### src/rtl/ca_tile_pkg.sv
package ca_tile_pkg;

    typedef enum logic [1:0] {
        RULE_LIFE = 2'b00,
        RULE_MAJ  = 2'b01,
        RULE_TWO  = 2'b10,
        RULE_IDLE = 2'b11
    } rule_e;

    // Candidate next values produced for one cell
    typedef struct packed {
        logic life;
        logic maj;
        logic par;
    } cell_eval_t;

    // Ring position of a border point of the padded grid
    function automatic int halo_idx(int pr, int pc, int rows, int cols);
        int idx;
        if (pr == 0)
            idx = pc;
        else if (pr == rows + 1)
            idx = cols + 2 + rows + (cols + 1 - pc);
        else if (pc == cols + 1)
            idx = cols + 2 + (pr - 1);
        else
            idx = 2 * cols + 4 + rows + (rows - pr);
        return idx;
    endfunction

    function automatic logic [3:0] count8(logic [7:0] v);
        logic [3:0] n;
        n = '0;
        for (int i = 0; i < 8; i++)
            n = n + {3'b000, v[i]};
        return n;
    endfunction

endpackage

### src/rtl/ca_halo_map.sv
module ca_halo_map #(
    parameter int ROWS = 3,
    parameter int COLS = 3,
    localparam int NC  = ROWS * COLS,
    localparam int HW  = 2 * (ROWS + COLS) + 4,
    localparam int GW  = COLS + 2,
    localparam int GN  = (ROWS + 2) * GW
) (
    input  logic [NC-1:0] cells,
    input  logic [HW-1:0] halo,
    output logic [GN-1:0] grid
);
    for (genvar pr = 0; pr < ROWS + 2; pr++) begin : g_row
        for (genvar pc = 0; pc < GW; pc++) begin : g_col
            if (pr >= 1 && pr <= ROWS && pc >= 1 && pc <= COLS) begin : g_in
                assign grid[pr*GW+pc] = cells[(pr-1)*COLS + (pc-1)];
            end else begin : g_ring
                localparam int HI = ca_tile_pkg::halo_idx(pr, pc, ROWS, COLS);
                assign grid[pr*GW+pc] = halo[HI];
            end
        end
    end
endmodule

### src/rtl/ca_cell_rule.sv
module ca_cell_rule
    import ca_tile_pkg::*;
(
    input  logic [7:0]  nbr,
    input  logic        self_q,
    output cell_eval_t  ev
);
    logic [3:0] n;
    logic [4:0] total;

    always_comb begin
        n        = count8(nbr);
        total    = {1'b0, n} + {4'b0000, self_q};
        ev.life  = (n == 4'd3) || (self_q && n == 4'd2);
        ev.maj   = (total >= 5'd5);
        ev.par   = ^nbr;
    end
endmodule

### src/rtl/ca_tile.sv
module ca_tile
    import ca_tile_pkg::*;
#(
    parameter int TILE_R = 3,
    parameter int TILE_C = 3,
    localparam int NC = TILE_R * TILE_C,
    localparam int HW = 2 * (TILE_R + TILE_C) + 4,
    localparam int GW = TILE_C + 2,
    localparam int GN = (TILE_R + 2) * GW
) (
    input  logic          clk,
    input  logic          rst,
    input  logic          step_en,
    input  logic          load_en,
    input  logic [NC-1:0] load_cells,
    input  logic [1:0]    rule_sel,
    input  logic [HW-1:0] halo_in,
    output logic [NC-1:0] cells_out
);
    logic [NC-1:0] cells_q;
    logic [NC-1:0] mid_q;
    logic          phase_q;
    logic [GN-1:0] grid;
    cell_eval_t    ev [NC];
    logic [NC-1:0] life_v, maj_v, par_v;
    rule_e         rule;

    assign rule = rule_e'(rule_sel);

    ca_halo_map #(.ROWS(TILE_R), .COLS(TILE_C)) u_map (
        .cells (cells_q),
        .halo  (halo_in),
        .grid  (grid)
    );

    for (genvar r = 0; r < TILE_R; r++) begin : g_r
        for (genvar c = 0; c < TILE_C; c++) begin : g_c
            localparam int K  = r * TILE_C + c;
            localparam int UP = r * GW + c + 1;
            localparam int MD = (r + 1) * GW + c + 1;
            localparam int DN = (r + 2) * GW + c + 1;
            logic [7:0] nbr;
            assign nbr = {grid[UP-1], grid[UP], grid[UP+1],
                          grid[MD-1],           grid[MD+1],
                          grid[DN-1], grid[DN], grid[DN+1]};
            ca_cell_rule u_rule (
                .nbr    (nbr),
                .self_q (cells_q[K]),
                .ev     (ev[K])
            );
            assign life_v[K] = ev[K].life;
            assign maj_v[K]  = ev[K].maj;
            assign par_v[K]  = ev[K].par;
        end
    end

    always_ff @(posedge clk) begin
        if (rst) begin
            cells_q <= '0;
            mid_q   <= '0;
            phase_q <= 1'b0;
        end else if (load_en) begin
            cells_q <= load_cells;
            phase_q <= 1'b0;
        end else if (step_en) begin
            unique case (rule)
                RULE_LIFE: begin
                    cells_q <= life_v;
                    phase_q <= 1'b0;
                end
                RULE_MAJ: begin
                    cells_q <= maj_v;
                    phase_q <= 1'b0;
                end
                RULE_TWO: begin
                    if (!phase_q) begin
                        mid_q   <= par_v;
                        phase_q <= 1'b1;
                    end else begin
                        cells_q <= cells_q ^ mid_q;
                        phase_q <= 1'b0;
                    end
                end
                default: ;
            endcase
        end
    end

    assign cells_out = cells_q;
endmodule

### config.mk
export PLATFORM = sky130hd
export DESIGN_NAME = ca_tile
export DESIGN_NICKNAME = d
export VERILOG_FILES = /design/src/rtl/ca_tile_pkg.sv /design/src/rtl/ca_halo_map.sv /design/src/rtl/ca_cell_rule.sv /design/src/rtl/ca_tile.sv
export SDC_FILE = /design/constraint.sdc
export NUM_CORES = 1
export LEC_CHECK = 0
export ABC_AREA = 1
export BUFFER_PORTS_ARGS = -buffer_cell sky130_fd_sc_hd__buf_2
export CELL_PAD_IN_SITES_DETAIL_PLACEMENT = 0
export CELL_PAD_IN_SITES_GLOBAL_PLACEMENT = 2
export CORE_AREA = 5 5 118 120
export CTS_BUF_LIST = sky130_fd_sc_hd__clkbuf_2
export CTS_CLUSTER_DIAMETER = 30
export CTS_CLUSTER_SIZE = 25
export DETAILED_ROUTE_END_ITERATION = 10
export DIE_AREA = 0 0 123 125
export GPL_TIMING_DRIVEN = 0
export PLACE_DENSITY_LB_ADDON = 0.1
export SYNTH_ARGS = -nofsm -noshare
export SYNTH_HDL_FRONTEND = slang
export SYNTH_SLANG_ARGS = --single-unit
### constraint.sdc
create_clock -name clk -period 4.5 [get_ports clk]
set_clock_uncertainty 0.15 [all_clocks]
set_input_delay 0.225 -clock clk [delete_from_list [all_inputs] [get_ports clk]]
set_output_delay 0.225 -clock clk [all_outputs]
set_load 0.02 [all_outputs]
==> results of run 1 <==
cells by family (layout without fill, tap and decap cells):
logic type               count (synthesis)  after routing  synth area share (%)
AO/OA/AOI/OAI                           74             74                  10.3
XOR/XNOR                                45             45                  10.1
adder cells (fa/ha/maj)                 85             85                  30.9
buffers and inverters                  170            212                  16.7
flip-flops                              19             19                  8.81
AND/OR/NAND/NOR                        242            242                  23.3
sequential cells by signal, summed over array words and instances (netlist names):
name / count
cells_out: 9
mid_q: 9
phase_q: 1
layer usage:
layer	track usage [%]	part of all wire, %	vias to the layer above
met3	0.723	3.0	11
met4	2.80	1.5	0
li1	-	-	2004
met1	20.9	47	1732
met2	27.7	48	50
met5	0	0	-
layout make-up:
class / instances / area share (%)
plain buffers: 25 / 3.69
repair buffers: 38 / 4.00
flip-flops and latches: 19 / 8.09
well taps: 176 / 4.64
clock buffers: 4 / 0.421
inverters: 145 / 11.5
multi-input cells: 446 / 67.7
synthesized netlist by cell type (11+ instances only):
master and n:
sky130_fd_sc_hd__nor2_1 39, sky130_fd_sc_hd__o21ai_0 23, sky130_fd_sc_hd__ha_1 49, sky130_fd_sc_hd__inv_1 144, sky130_fd_sc_hd__buf_4 11, sky130_fd_sc_hd__nand2_1 144
sky130_fd_sc_hd__a21oi_1 28, sky130_fd_sc_hd__xnor2_1 25, sky130_fd_sc_hd__dfxtp_1 19, sky130_fd_sc_hd__nand3_1 45, sky130_fd_sc_hd__xor2_1 16, sky130_fd_sc_hd__fa_1 36
worst min-delay path: cells and delay by family:
family,cells,cell delay [ps]
buffers and inverters,2,140
AO/OA/AOI/OAI,2,100
AND/OR/NAND/NOR,1,80
worst min path at each step:
stage                             start            to
final                     load_cells[5]  cells_out[5]
after global routing      load_cells[0]  cells_out[0]
after CTS                 load_cells[1]  cells_out[1]
after detailed placement        phase_q       phase_q
after global placement          phase_q       phase_q
after floorplan           load_cells[6]  cells_out[6]
where the power goes:
part | switching, mW | internal [mW] | total (mW)
Clock | 0.0654 | 0.0235 | 0.0889
Combinational | 0.616 | 0.472 | 1.09
Sequential | 0.0215 | 0.182 | 0.203
Total | 0.703 | 0.677 | 1.38
repair_timing:
action / 4_1_cts / 5_1_grt
setup endpoints to repair: 0 / 5
buffers inserted: 0 / 0
resized for setup: 0 / 3
hold endpoints to repair: 0 / 0
==> results by stage, run 1 <==
Run status:
- The run finished with clean final reports.

GRT:
- The global routing usage summed across all routing layers is ~16%.
- The first global-routing pass estimated 19,100 microns of wire.
- The via count of the first global-routing pass is about 3,800.
- The residual overflow from global routing is 0.
- The initial antenna violation count is 0.
- The largest net degree at the start of global routing is 11.

Logic synthesis:
- The number of warnings issued by yosys is 0.
- The register area share after synthesis is under 10%.
- The total of flip-flops plus latches after synthesis is 19.
- Each instance of the synthesized netlist takes up on average approximately 6.8 sq um.
- The share of Yosys cell area claimed by the top area cell type is 16.7%.
- The post-synthesis net count is 751.
- For this run, asynchronously set or reset flops after synthesis account for 0%.
- The netlist uses 26 different library cells.
- By area the synthesized netlist is led by sky130_fd_sc_hd__fa_1 (17%), sky130_fd_sc_hd__ha_1 (14%), sky130_fd_sc_hd__inv_1 (13%).
- For this run, the leading register cell type out of synthesis is sky130_fd_sc_hd__dfxtp_1.
- The biggest area contributor in the post-synthesis netlist is sky130_fd_sc_hd__fa_1.
- The count of mapped cells out of synthesis is roughly 640.
- The count of flip-flops with a built-in enable after synthesis is 0.
- The synthesized cell area is 0.00432 sq mm.

Placed design:
- The global placer's final weighted congestion is 0.766.
- The cell area after placement is around 0.0047 sq mm.
- The number of placed cells counting well taps is about 850.
- Port buffering added 38 buffers.
- Timing analysis after detailed placement gives a worst setup slack of 134 ps.
- The HPWL after detailed placement is about 9400 microns.

Cells and area:
- Cells with a size suffix above 1 make up 14.2% of the layout.
- The repair_antennas step left the layout with diodes totalling 0.
- Cells fill a little under two fifths of the core in the end.
- After the last flow step, the layout net total stands at about 790.
- In the layout the commonest cells are sky130_fd_sc_hd__inv_1 (144), sky130_fd_sc_hd__nand2_1 (144), sky130_fd_sc_hd__ha_1 (49).
- Once layout is done, the placed cells without fillers occupy between 0.004 and 0.005 sq mm.
- The multi-input combinational cells in the finished layout cover a total of about 0.0032 sq mm.
- Once layout is complete, the cells apart from fillers number approximately 850.
- Summing all flip-flop and latch instances after layout gives 384 sq um.
- The post-synthesis to final-layout area growth is 10.1%.
- The number of fill cells in the layout is roughly 1,400.

Power:
- The power density relative to cell area is about 290 mW/mm^2.
- The analysis attributes to cell leakage a power of between 2 and 3 nW.
- The worst-case vdd ir drop is 0.0853 mV.
- The total power is ~1.4 mW.

Clock tree:
- For the worst-skew pair, the clock arrives at the later sink with an insertion delay of around 340 ps.
- The total number of H-tree levels is 1.
- The number of clock buffers added by TritonCTS is 3.
- The deepest clock path buffer count is 2.
- The hold buffer count at cts is 0.
- The clock sink count is 19.
- The clock tree from TritonCTS is built.
- The root buffer cell chosen for the clock tree is sky130_fd_sc_hd__clkbuf_2.
- After clock tree synthesis, the clock-pin slew on the worst setup and hold paths is roughly 230 ps.

Min path:
- The min-delay analysis places its worst path in the category primary input to flop.
- The worst hold path stage count is 5.

Worst setup path:
- Along the worst path, the maximum fanout reaches 7.
- The critical path goes through buf_6 -> inv_1 -> fa_1 -> fa_1 -> fa_1 -> fa_1 -> inv_1 -> ha_1 -> or2_2 -> nand3_1 -> nand3_1 -> nand2_1 -> nand2_1 -> nand2_1 -> nand2_1 -> nand2_1 -> a21oi_2.
- The launching element type of the critical path is a flop.
- By startpoint and endpoint, the worst setup path is classified as flop to flop.
- The end of the critical path is cells_out[7].
- The capture point of the worst reg-to-reg path is cells_out[7].
- Counting buffers and inverters, the worst setup path is 17 cells deep.
- Counting both buffers and inverters, the worst setup path holds a total of 3.
- At the worst endpoint, the arrival time is 4340 ps.
- Among cell families on the critical path, the largest total delay comes from adder cells.
- The startpoint identified for the worst register-to-register timing path is cells_out[4].
- The critical path startpoint is cells_out[4].
- The endpoint class of the critical path is a flop.
- In this design, the stage delay of the slowest critical-path cell is between 500 and 600 ps.
- The required time of the critical path is 4600 ps.
- For this design, the slowest cell found on the critical path is sky130_fd_sc_hd__fa_1.
- The worst-case reg-to-reg path depth is 17.
- In this run the register-to-register setup slack is between 200 and 300 ps.
- The most common cell type on the critical path is sky130_fd_sc_hd__nand2_1.

STA:
- The number of hold violations in the final report was 0.
- Of the available clock period, the critical path in the final layout requires between 90% and 100%.
- At the pin with the least slew margin, the transition time is ~630 ps.
- For this run, the top clock speed supported by timing is 236 MHz.
- The slack of the critical path is approximately 260 ps.
- The relative max-transition margin is between 50% and 60%.
- The number of endpoints failing setup at the final stage is 0.
- Setup repair after global routing left no endpoint under its margin.
- The worst-case hold slack is between 40 and 50 ps.
- The number of max-slew violations in the final report is 0.
- The smallest clock period supported by the final layout is computed as about 4200 ps.
- The total negative slack is 0 ps.

Detailed routing:
- The final routed DRC violation total is 0.
- Dividing the detail-routed wire length by the instance count gives around 13 microns.
- In this run the remaining antenna-violating nets after routing total 0.
- Using the TritonRoute via totals, the vias-per-cell ratio works out to about 4.5.
- The number of optimization iterations in the first detailed-route pass is 4.
- The final route contains 3,797 vias.
- The routed wire length is roughly 11,000 microns.
- The DRC violation total after the first TritonRoute iteration is 195.

Floorplanning:
- The initial core utilization is between 30% and 40%.
- The die covers between 0.015 and 0.02 sq mm.
- The placeable core area is approximately 0.013 sq mm.
- Measured along the x axis, the die boundary spans 123 microns.
- The initialized floorplan defines 42 standard-cell rows.
- The count of boundary I/O pins is 40.
- The floorplan step set the die height to about 130 microns.

Flow run:
- The max-capacitance violation count is 0.
No activity file was read; power rests on OpenSTA's default activity.
==> inputs of run 2 (changes only) <==
--- a/config.mk
+++ b/config.mk
@@ -9,14 +9,15 @@
 export BUFFER_PORTS_ARGS = -buffer_cell sky130_fd_sc_hd__buf_2
 export CELL_PAD_IN_SITES_DETAIL_PLACEMENT = 0
 export CELL_PAD_IN_SITES_GLOBAL_PLACEMENT = 2
-export CORE_AREA = 5 5 118 120
+export CORE_AREA = 2 2 115 117
 export CTS_BUF_LIST = sky130_fd_sc_hd__clkbuf_2
 export CTS_CLUSTER_DIAMETER = 30
 export CTS_CLUSTER_SIZE = 25
 export DETAILED_ROUTE_END_ITERATION = 10
-export DIE_AREA = 0 0 123 125
+export DIE_AREA = 0 0 117 119
 export GPL_TIMING_DRIVEN = 0
 export PLACE_DENSITY_LB_ADDON = 0.1
+export SETUP_SLACK_MARGIN = 0.15
 export SYNTH_ARGS = -nofsm -noshare
 export SYNTH_HDL_FRONTEND = slang
 export SYNTH_SLANG_ARGS = --single-unit
==> run 2 against run 1 <==
Power grew 0.49%. Cell area up 1.0%. Worst hold slack gained 11 ps. Non-clock buffer count is 5 higher. Setup slack gained 100 ps. Critical path type unchanged. Fmax grew 2.5%. Combinational power barely moved. Critical endpoint is now cells_out[0]. Sequential cell count did not move. Critical path depth unchanged. Sequential power hardly changed. Highest routed layer unchanged. Routed wire length fell by 1.3%.
==> results by stage, run 2 (synthesized netlist as in run 1, its figures left out) <==
Worst setup path:
- Broken down by cell family, the worst path's largest delay share belongs to adder cells.
- The required time of the critical path is 4600 ps (about the same).
- The worst setup path is captured at a flop.
- The buffers plus inverters on the worst setup path was 2 (-1).
- The arrival time reported for the critical path endpoint came to 4230 ps (-110 ps).
- The launching element type of the critical path is a flop.
- The most common cell type on the critical path is sky130_fd_sc_hd__nand2_1.
- For this design, the slowest cell found on the critical path is sky130_fd_sc_hd__fa_1.
- The critical path's largest stage delay is 520 ps (about the same).
- The critical-path maximum fanout was 5 (-2).
- The signal on the critical path passes through ha_1 -> inv_1 -> fa_1 -> fa_1 -> fa_1 -> fa_1 -> inv_1 -> ha_1 -> or2_2 -> nand3_1 -> nand3_1 -> nand2_1 -> nand2_1 -> nand2_1 -> nand2_1 -> nand2_1 -> a21oi_2.
- The setup path with the least slack is of type flop to flop.

Floorplanning:
- The die width is 117 microns (-4.9%).
- The overall die height is 119 microns (-4.8%).
- The standard-cell row count came to 42 (unchanged).
- The initial core utilization is 33.5% (unchanged).
- The placeable core area is 0.0129 sq mm (unchanged).
- The count of boundary I/O pins came to 40 (unchanged).
- The die footprint was 0.0139 sq mm (-9.4%).

Power:
- The total power is 1.39 mW (+0.49%).
- The worst-case vdd ir drop was 0.0979 mV (+15%).
- The static leakage came to 2.62 nW (+0.74%).
- The power density relative to cell area is 289 mW/mm^2 (-0.54%).

Placed design:
- The number of placed cells counting well taps is 849 (unchanged).
- The HPWL after detailed placement came to 9230 microns (-1.5%).
- The count of input and output buffers is 38 (unchanged).
- The global placer's final weighted congestion is 0.773 (+0.89%).

Cells and area:
- In the layout the commonest cells are sky130_fd_sc_hd__nand2_1 (144), sky130_fd_sc_hd__inv_1 (142), sky130_fd_sc_hd__ha_1 (49).
- The layout cell share with drive strength beyond 1 is 15.2% (+1.1 points).
- The antenna diode count is 0 (unchanged).
- The leading cell type in the layout, fill and taps excluded is sky130_fd_sc_hd__nand2_1.
- The post-synthesis to final-layout area growth is 11.2%.
- The final instance count without filler cells is 858 (+0.59%).
- The final net count was 799 (+0.63%).

STA:
- The relative max-transition margin is 53.1% (-5.2 points).
- The total negative slack is 0 ps (unchanged).
- The transition time at the pin with the least slew margin came to 704 ps (+78.4 ps).
- The number of endpoints failing setup at the final stage is 0 (unchanged).
- The highest clock rate is 242 MHz (+2.5%).
- The number of hold violations in the final report was 0 (unchanged).
- The time the worst path needs with I/O delays and setup is 4140 ps (-105 ps).
- Setup repair after global routing could not meet its margin everywhere.
- The ratio of final minimum period to clock period is 91.9% (-2.3 points).
- The number of max-slew violations in the final report is 0 (unchanged).

Flow run:
- The max-capacitance violation count is 0 (unchanged).

Clock tree:
- The total number of H-tree levels is 1 (unchanged).
- The total CTS buffers is 3 (unchanged).
- The clock sink count is 19 (unchanged).
- The clock tree from TritonCTS is built.
- The root cell of the clock tree is sky130_fd_sc_hd__clkbuf_2.
- The latest clock arrival within the worst-skew pair is 330 ps (about the same).
- The post-CTS clock slew at the launch and capture registers of the worst setup and hold paths is 220 ps (about the same).
- The deepest clock path buffer count is 2 (unchanged).

Detailed routing:
- The per-cell via count in the routed design was 4.45 (about the same).
- The routed wire length is 11,300 microns (-1.3%).
- The number of nets with antenna violations after routing is 0 (unchanged).
- The number of optimization iterations in the first detailed-route pass is 5 (+1).
- The average wire per cell in the routed design is 13.2 microns (-1.9%).
- The number of vias after detailed routing was 3,818 (+0.55%).
- The DRC violation total after the first TritonRoute iteration was 126 (-35%).
- The final routed DRC violation total is 0 (unchanged).

GRT:
- The global-route wire length before repair is 18,700 microns (-1.8%).
- The via count of the first global-routing pass was 3,863 (+0.78%).
- The initial antenna violation count is 0 (unchanged).
- The residual overflow from global routing is 0 (unchanged).
- The largest net degree at the start of global routing is 11 (unchanged).
- The global routing usage summed across all routing layers is 17.2% (+1.6 points).

Min path:
- The path class of the tightest hold or removal check is primary input to flop.

Run status:
- The flow ran to the end, and the final reports show no timing, DRC or antenna violations.
==> run 2: worst reg2reg max path: stages, from the launching register on <==
cell and delay [ps]:
sky130_fd_sc_hd__dfxtp_2 470, sky130_fd_sc_hd__ha_1 290, sky130_fd_sc_hd__inv_1 150, sky130_fd_sc_hd__fa_1 460, sky130_fd_sc_hd__fa_1 460, sky130_fd_sc_hd__fa_1 430
sky130_fd_sc_hd__fa_1 520, sky130_fd_sc_hd__inv_1 60, sky130_fd_sc_hd__ha_1 270, sky130_fd_sc_hd__or2_2 260, sky130_fd_sc_hd__nand3_1 80, sky130_fd_sc_hd__nand3_1 90
sky130_fd_sc_hd__nand2_1 70, sky130_fd_sc_hd__nand2_1 40, sky130_fd_sc_hd__nand2_1 60, sky130_fd_sc_hd__nand2_1 50, sky130_fd_sc_hd__nand2_1 70, sky130_fd_sc_hd__a21oi_2 50
==> run 2: per-stage QoR <==
stage	util, %	hold WS (ps)	setup slack [ps]	area [sq um]
6_report	37.3	56.8	364	4800
5_1_grt	37.3	43.7	133	4800
4_1_cts	36.9	42.5	185	4750
3_5_place_dp	36.7	356	142	4730
3_3_place_gp	36.7	358	167	4730
2_1_floorplan	-	315	602	4320
==> run 2: power breakdown <==
| part | total [mW] | internal [mW] | leakage, nW | switching, mW |
|---|---|---|---|---|
| sequential | 0.203 | 0.182 | 0.157 | 0.0211 |
| combinational | 1.10 | 0.477 | 2.44 | 0.619 |
| clock | 0.0876 | 0.0235 | 0.0166 | 0.0641 |
| total | 1.39 | 0.683 | 2.62 | 0.704 |
==> run 2: what timing repair did <==
item,CTS,global route
setup buffers,0,5
hold buffers,0,0
endpoints found under the setup margin,2,5
hold endpoints to repair,0,0
gates resized for setup,2,5
==> run 2: cell type report <==
type | count | area (sq um)
fill | 1425 | 8080
clock buffer | 4 | 20.0
sequential | 19 | 388
buffer | 25 | 175
inverter | 145 | 552
timing repair buffer | 43 | 228
multi-input combinational | 446 | 3220
tap | 176 | 220
==> run 2: final timing paths <==
check / startpoint / to / slack, ps / depth (start not counted)
worst max-delay path: cells_out[4] / cells_out[0] / 360 / 17
worst min-delay path: load_cells[5] / cells_out[5] / 60 / 5
worst max register to register: cells_out[4] / cells_out[0] / 360 / 17
worst min register to register: phase_q / phase_q / 400 / 2
==> run 2: metal layers <==
layer	GRT usage, %	vias to the layer above	routed length (microns)
met5	0	-	0
met4	2.72	0	153
met1	22.8	1750	5330
li1	-	2017	-
met3	1.32	10	235
met2	30.7	41	5590
==> inputs of run 3 (changes only) <==
--- a/config.mk
+++ b/config.mk
@@ -15,7 +15,6 @@
 export CTS_CLUSTER_SIZE = 25
 export DETAILED_ROUTE_END_ITERATION = 10
 export DIE_AREA = 0 0 117 119
-export GPL_TIMING_DRIVEN = 0
 export PLACE_DENSITY_LB_ADDON = 0.1
 export SETUP_SLACK_MARGIN = 0.15
 export SYNTH_ARGS = -nofsm -noshare
==> run 3 against run 2 <==
Via count is 3.4% lower. Sequential power is 5% lower. Worst hold slack worse by 9.4 ps. Clock power is 5.8% higher. Power is 1.6% lower. Combinational power hardly changed. First-iteration DRC count is 1.6% higher. Register-to-register slack hardly changed. Global-route usage is 0.73 points lower. Final cell count is 2.1% lower.
==> results by stage, run 3 (synthesized netlist as in run 1, its figures left out) <==
Run status:
- The run finished with clean final reports.

Cells and area:
- The layout cell share with drive strength beyond 1 is 12.7% (-2.6 points).
- The final net count is 781 (-2.3%).
- The antenna diode count came to 0 (unchanged).
- The post-synthesis to final-layout area growth is 8.00%.
- The library cells used most frequently in the layout, excluding fill and tap cells, are sky130_fd_sc_hd__inv_1 (144), sky130_fd_sc_hd__nand2_1 (144), sky130_fd_sc_hd__ha_1 (49).

GRT:
- The global-route wire length before repair is 17,900 microns (-4.3%).
- The residual overflow from global routing was 0 (unchanged).
- The via count of the first global-routing pass was 3,543 (-8.3%).
- The largest net degree at the start of global routing is 22 (+11).
- The global routing usage summed across all routing layers was 16.4% (-0.73 points).
- The initial antenna violation count is 0 (unchanged).

Power:
- The part of the total power dissipated in sequential elements is 14.2% (-0.5 points).
- The static leakage is 2.54 nW (-2.9%).
- The part of the total power dissipated in the clock network is 6.8% (+0.5 points).
- The internal cell power is 0.670 mW (-2.0%).
- The worst-case vdd ir drop is 0.0779 mV (-20%).
- The relative contribution of combinational cells to total power is 79.0% (about the same).
- The fraction of power spent switching nets came to 50.9% (+0.17 points).
- The power density relative to cell area was 293 mW/mm^2 (+1.3%).
- The switching component of the power came to 0.695 mW (-1.3%).

Floorplanning:
- The count of boundary I/O pins is 40 (unchanged).
- The initial core utilization was 33.5% (unchanged).
- The overall die height is 119 microns (unchanged).
- The die width was 117 microns (unchanged).
- The standard-cell row count came to 42 (unchanged).
- The die footprint is 0.0139 sq mm (unchanged).
- The placeable core area came to 0.0129 sq mm (unchanged).

Worst setup path:
- The critical path's largest stage delay is 520 ps (about the same).
- The slowest stage cell on the critical path is sky130_fd_sc_hd__fa_1.
- The arrival time reported for the critical path endpoint came to 4240 ps (about the same).
- The endpoint class of the critical path is a flop.
- Traced cell by cell, the critical path runs through ha_1 -> inv_1 -> fa_1 -> fa_1 -> fa_1 -> fa_1 -> inv_1 -> ha_1 -> or2_2 -> nand3_1 -> nand3_1 -> nand2_1 -> nand2_1 -> nand2_1 -> nand2_1 -> nand2_1 -> a21oi_2.
- The buffers plus inverters on the worst setup path is 2 (unchanged).
- The family with the most delay on the worst path is adder cells.
- By instance count, the cell type seen most on the critical path is sky130_fd_sc_hd__nand2_1.
- The required time of the critical path is 4600 ps (about the same).
- The critical path is of the flop to flop type.
- The critical-path maximum fanout is 5 (unchanged).
- STA classifies the critical path startpoint as a flop.

Detailed routing:
- The final routed DRC violation total is 0 (unchanged).
- The average wire per cell in the routed design was 13.0 microns (-1.4%).
- The DRC violation total after the first TritonRoute iteration is 128 (+1.6%).
- The number of nets with antenna violations after routing is 0 (unchanged).
- The number of vias after detailed routing is 3,687 (-3.4%).
- The uppermost layer routed is met4.
- The routed wire length is 10,900 microns (-3.4%).
- The met3 wire length was 216 microns (-8.1%).
- The total length of routed met2 wires is 5250 microns (-6.1%).
- The sum of routed wire segments on met1 was 5410 microns (+1.5%).
- The number of optimization iterations in the first detailed-route pass is 4 (-1).
- The per-cell via count in the routed design is 4.39 (-1.4%).

STA:
- The transition time at the pin with the least slew margin was 802 ps (+97.9 ps).
- The number of max-slew violations in the final report was 0 (unchanged).
- The number of endpoints failing setup at the final stage is 0 (unchanged).
- The time the worst path needs with I/O delays and setup is 4140 ps (+1.92 ps).
- The ratio of final minimum period to clock period is 91.9% (about the same).
- The relative max-transition margin was 46.5% (-6.5 points).
- The number of hold violations in the final report came to 0 (unchanged).
- Setup repair after global routing left no endpoint under its margin.
- The worst-case hold slack is 47.4 ps (-9.36 ps).
- The total negative slack is 0 ps (unchanged).
- The highest clock rate is 242 MHz (about the same).

Flow run:
- The max-capacitance violation count is 0 (unchanged).

Clock tree:
- TritonCTS built the clock tree.
- The post-CTS clock slew at the launch and capture registers of the worst setup and hold paths is 250 ps (+30 ps).
- The clock sink count is 19 (unchanged).
- The root cell of the clock tree is sky130_fd_sc_hd__clkbuf_2.
- The total number of H-tree levels is 1 (unchanged).
- The latest clock arrival within the worst-skew pair was 340 ps (about the same).
- The deepest clock path buffer count is 2 (unchanged).
- The total CTS buffers is 3 (unchanged).
- The number of buffers added for setup after CTS is 0 (unchanged).

Min path:
- The min-delay analysis places its worst path in the category primary input to flop.

Placed design:
- The global placer's final weighted congestion is 0.765 (-1.1%).
- The count of input and output buffers is 39 (+2.6%).
- The HPWL after detailed placement was 8890 microns (-3.6%).
run 3: metal layers:
metal	vias up	global-route usage [%]
met5	-	0
met4	0	1.99
met3	2	1.07
met2	35	28.3
met1	1671	23.2
li1	1979	-
run 3: power groups by stage:
stage               Clock (mW)  Combinational, mW  Sequential, mW
floorplan                    0              0.866           0.197
global placement             0               1.07           0.196
detailed placement           0               1.10           0.197
CTS                     0.0955               1.10           0.194
global route             0.102               1.27           0.196
finish                  0.0927               1.08           0.193
run 3: layout make-up:
cell class	instances	area (sq um)
flip-flops and latches	19	383
well taps	176	220
multi-input cells	446	3220
fillers	1460	8210
inverters	145	544
repair buffers	50	278
clock buffers	4	20.0
run 3: worst reg2reg max path, stage by stage (launching register included):
cell and delay, ps:
sky130_fd_sc_hd__dfxtp_2 490, sky130_fd_sc_hd__ha_1 290, sky130_fd_sc_hd__inv_1 140, sky130_fd_sc_hd__fa_1 450, sky130_fd_sc_hd__fa_1 450, sky130_fd_sc_hd__fa_1 420
sky130_fd_sc_hd__fa_1 520, sky130_fd_sc_hd__inv_1 60, sky130_fd_sc_hd__ha_1 270, sky130_fd_sc_hd__or2_2 270, sky130_fd_sc_hd__nand3_1 90, sky130_fd_sc_hd__nand3_1 80
sky130_fd_sc_hd__nand2_1 60, sky130_fd_sc_hd__nand2_1 60, sky130_fd_sc_hd__nand2_1 50, sky130_fd_sc_hd__nand2_1 60, sky130_fd_sc_hd__nand2_1 70, sky130_fd_sc_hd__a21oi_2 50
run 3: path summary, 6_finish.rpt:
kind                        to           from  depth (start not counted)  slack, ps
setup / recovery  cells_out[0]   cells_out[4]                         17        360
hold / removal    cells_out[1]  load_cells[1]                          5         50
setup reg to reg  cells_out[0]   cells_out[4]                         17        360
hold reg to reg        phase_q        phase_q                          2        390
run 3: timing repair:
| item | in CTS | in global routing |
|---|---|---|
| setup endpoints to repair | 1 | 1 |
| hold buffers | 0 | 0 |
| gates resized for setup | 1 | 1 |
run 3: through the flow:
step / util, % / instances / setup WS [ps] / power, mW / instance area [sq um]
finish: 36.2 / 840 / 362 / 1.36 / 4660
global route: 36.2 / 840 / 160 / 1.57 / 4660
CTS: 36.2 / 840 / 281 / 1.39 / 4660
detailed placement: 36.0 / 836 / 161 / 1.29 / 4640
global placement: 36.0 / 836 / 235 / 1.27 / 4640
floorplan: - / 635 / 602 / 1.06 / 4320
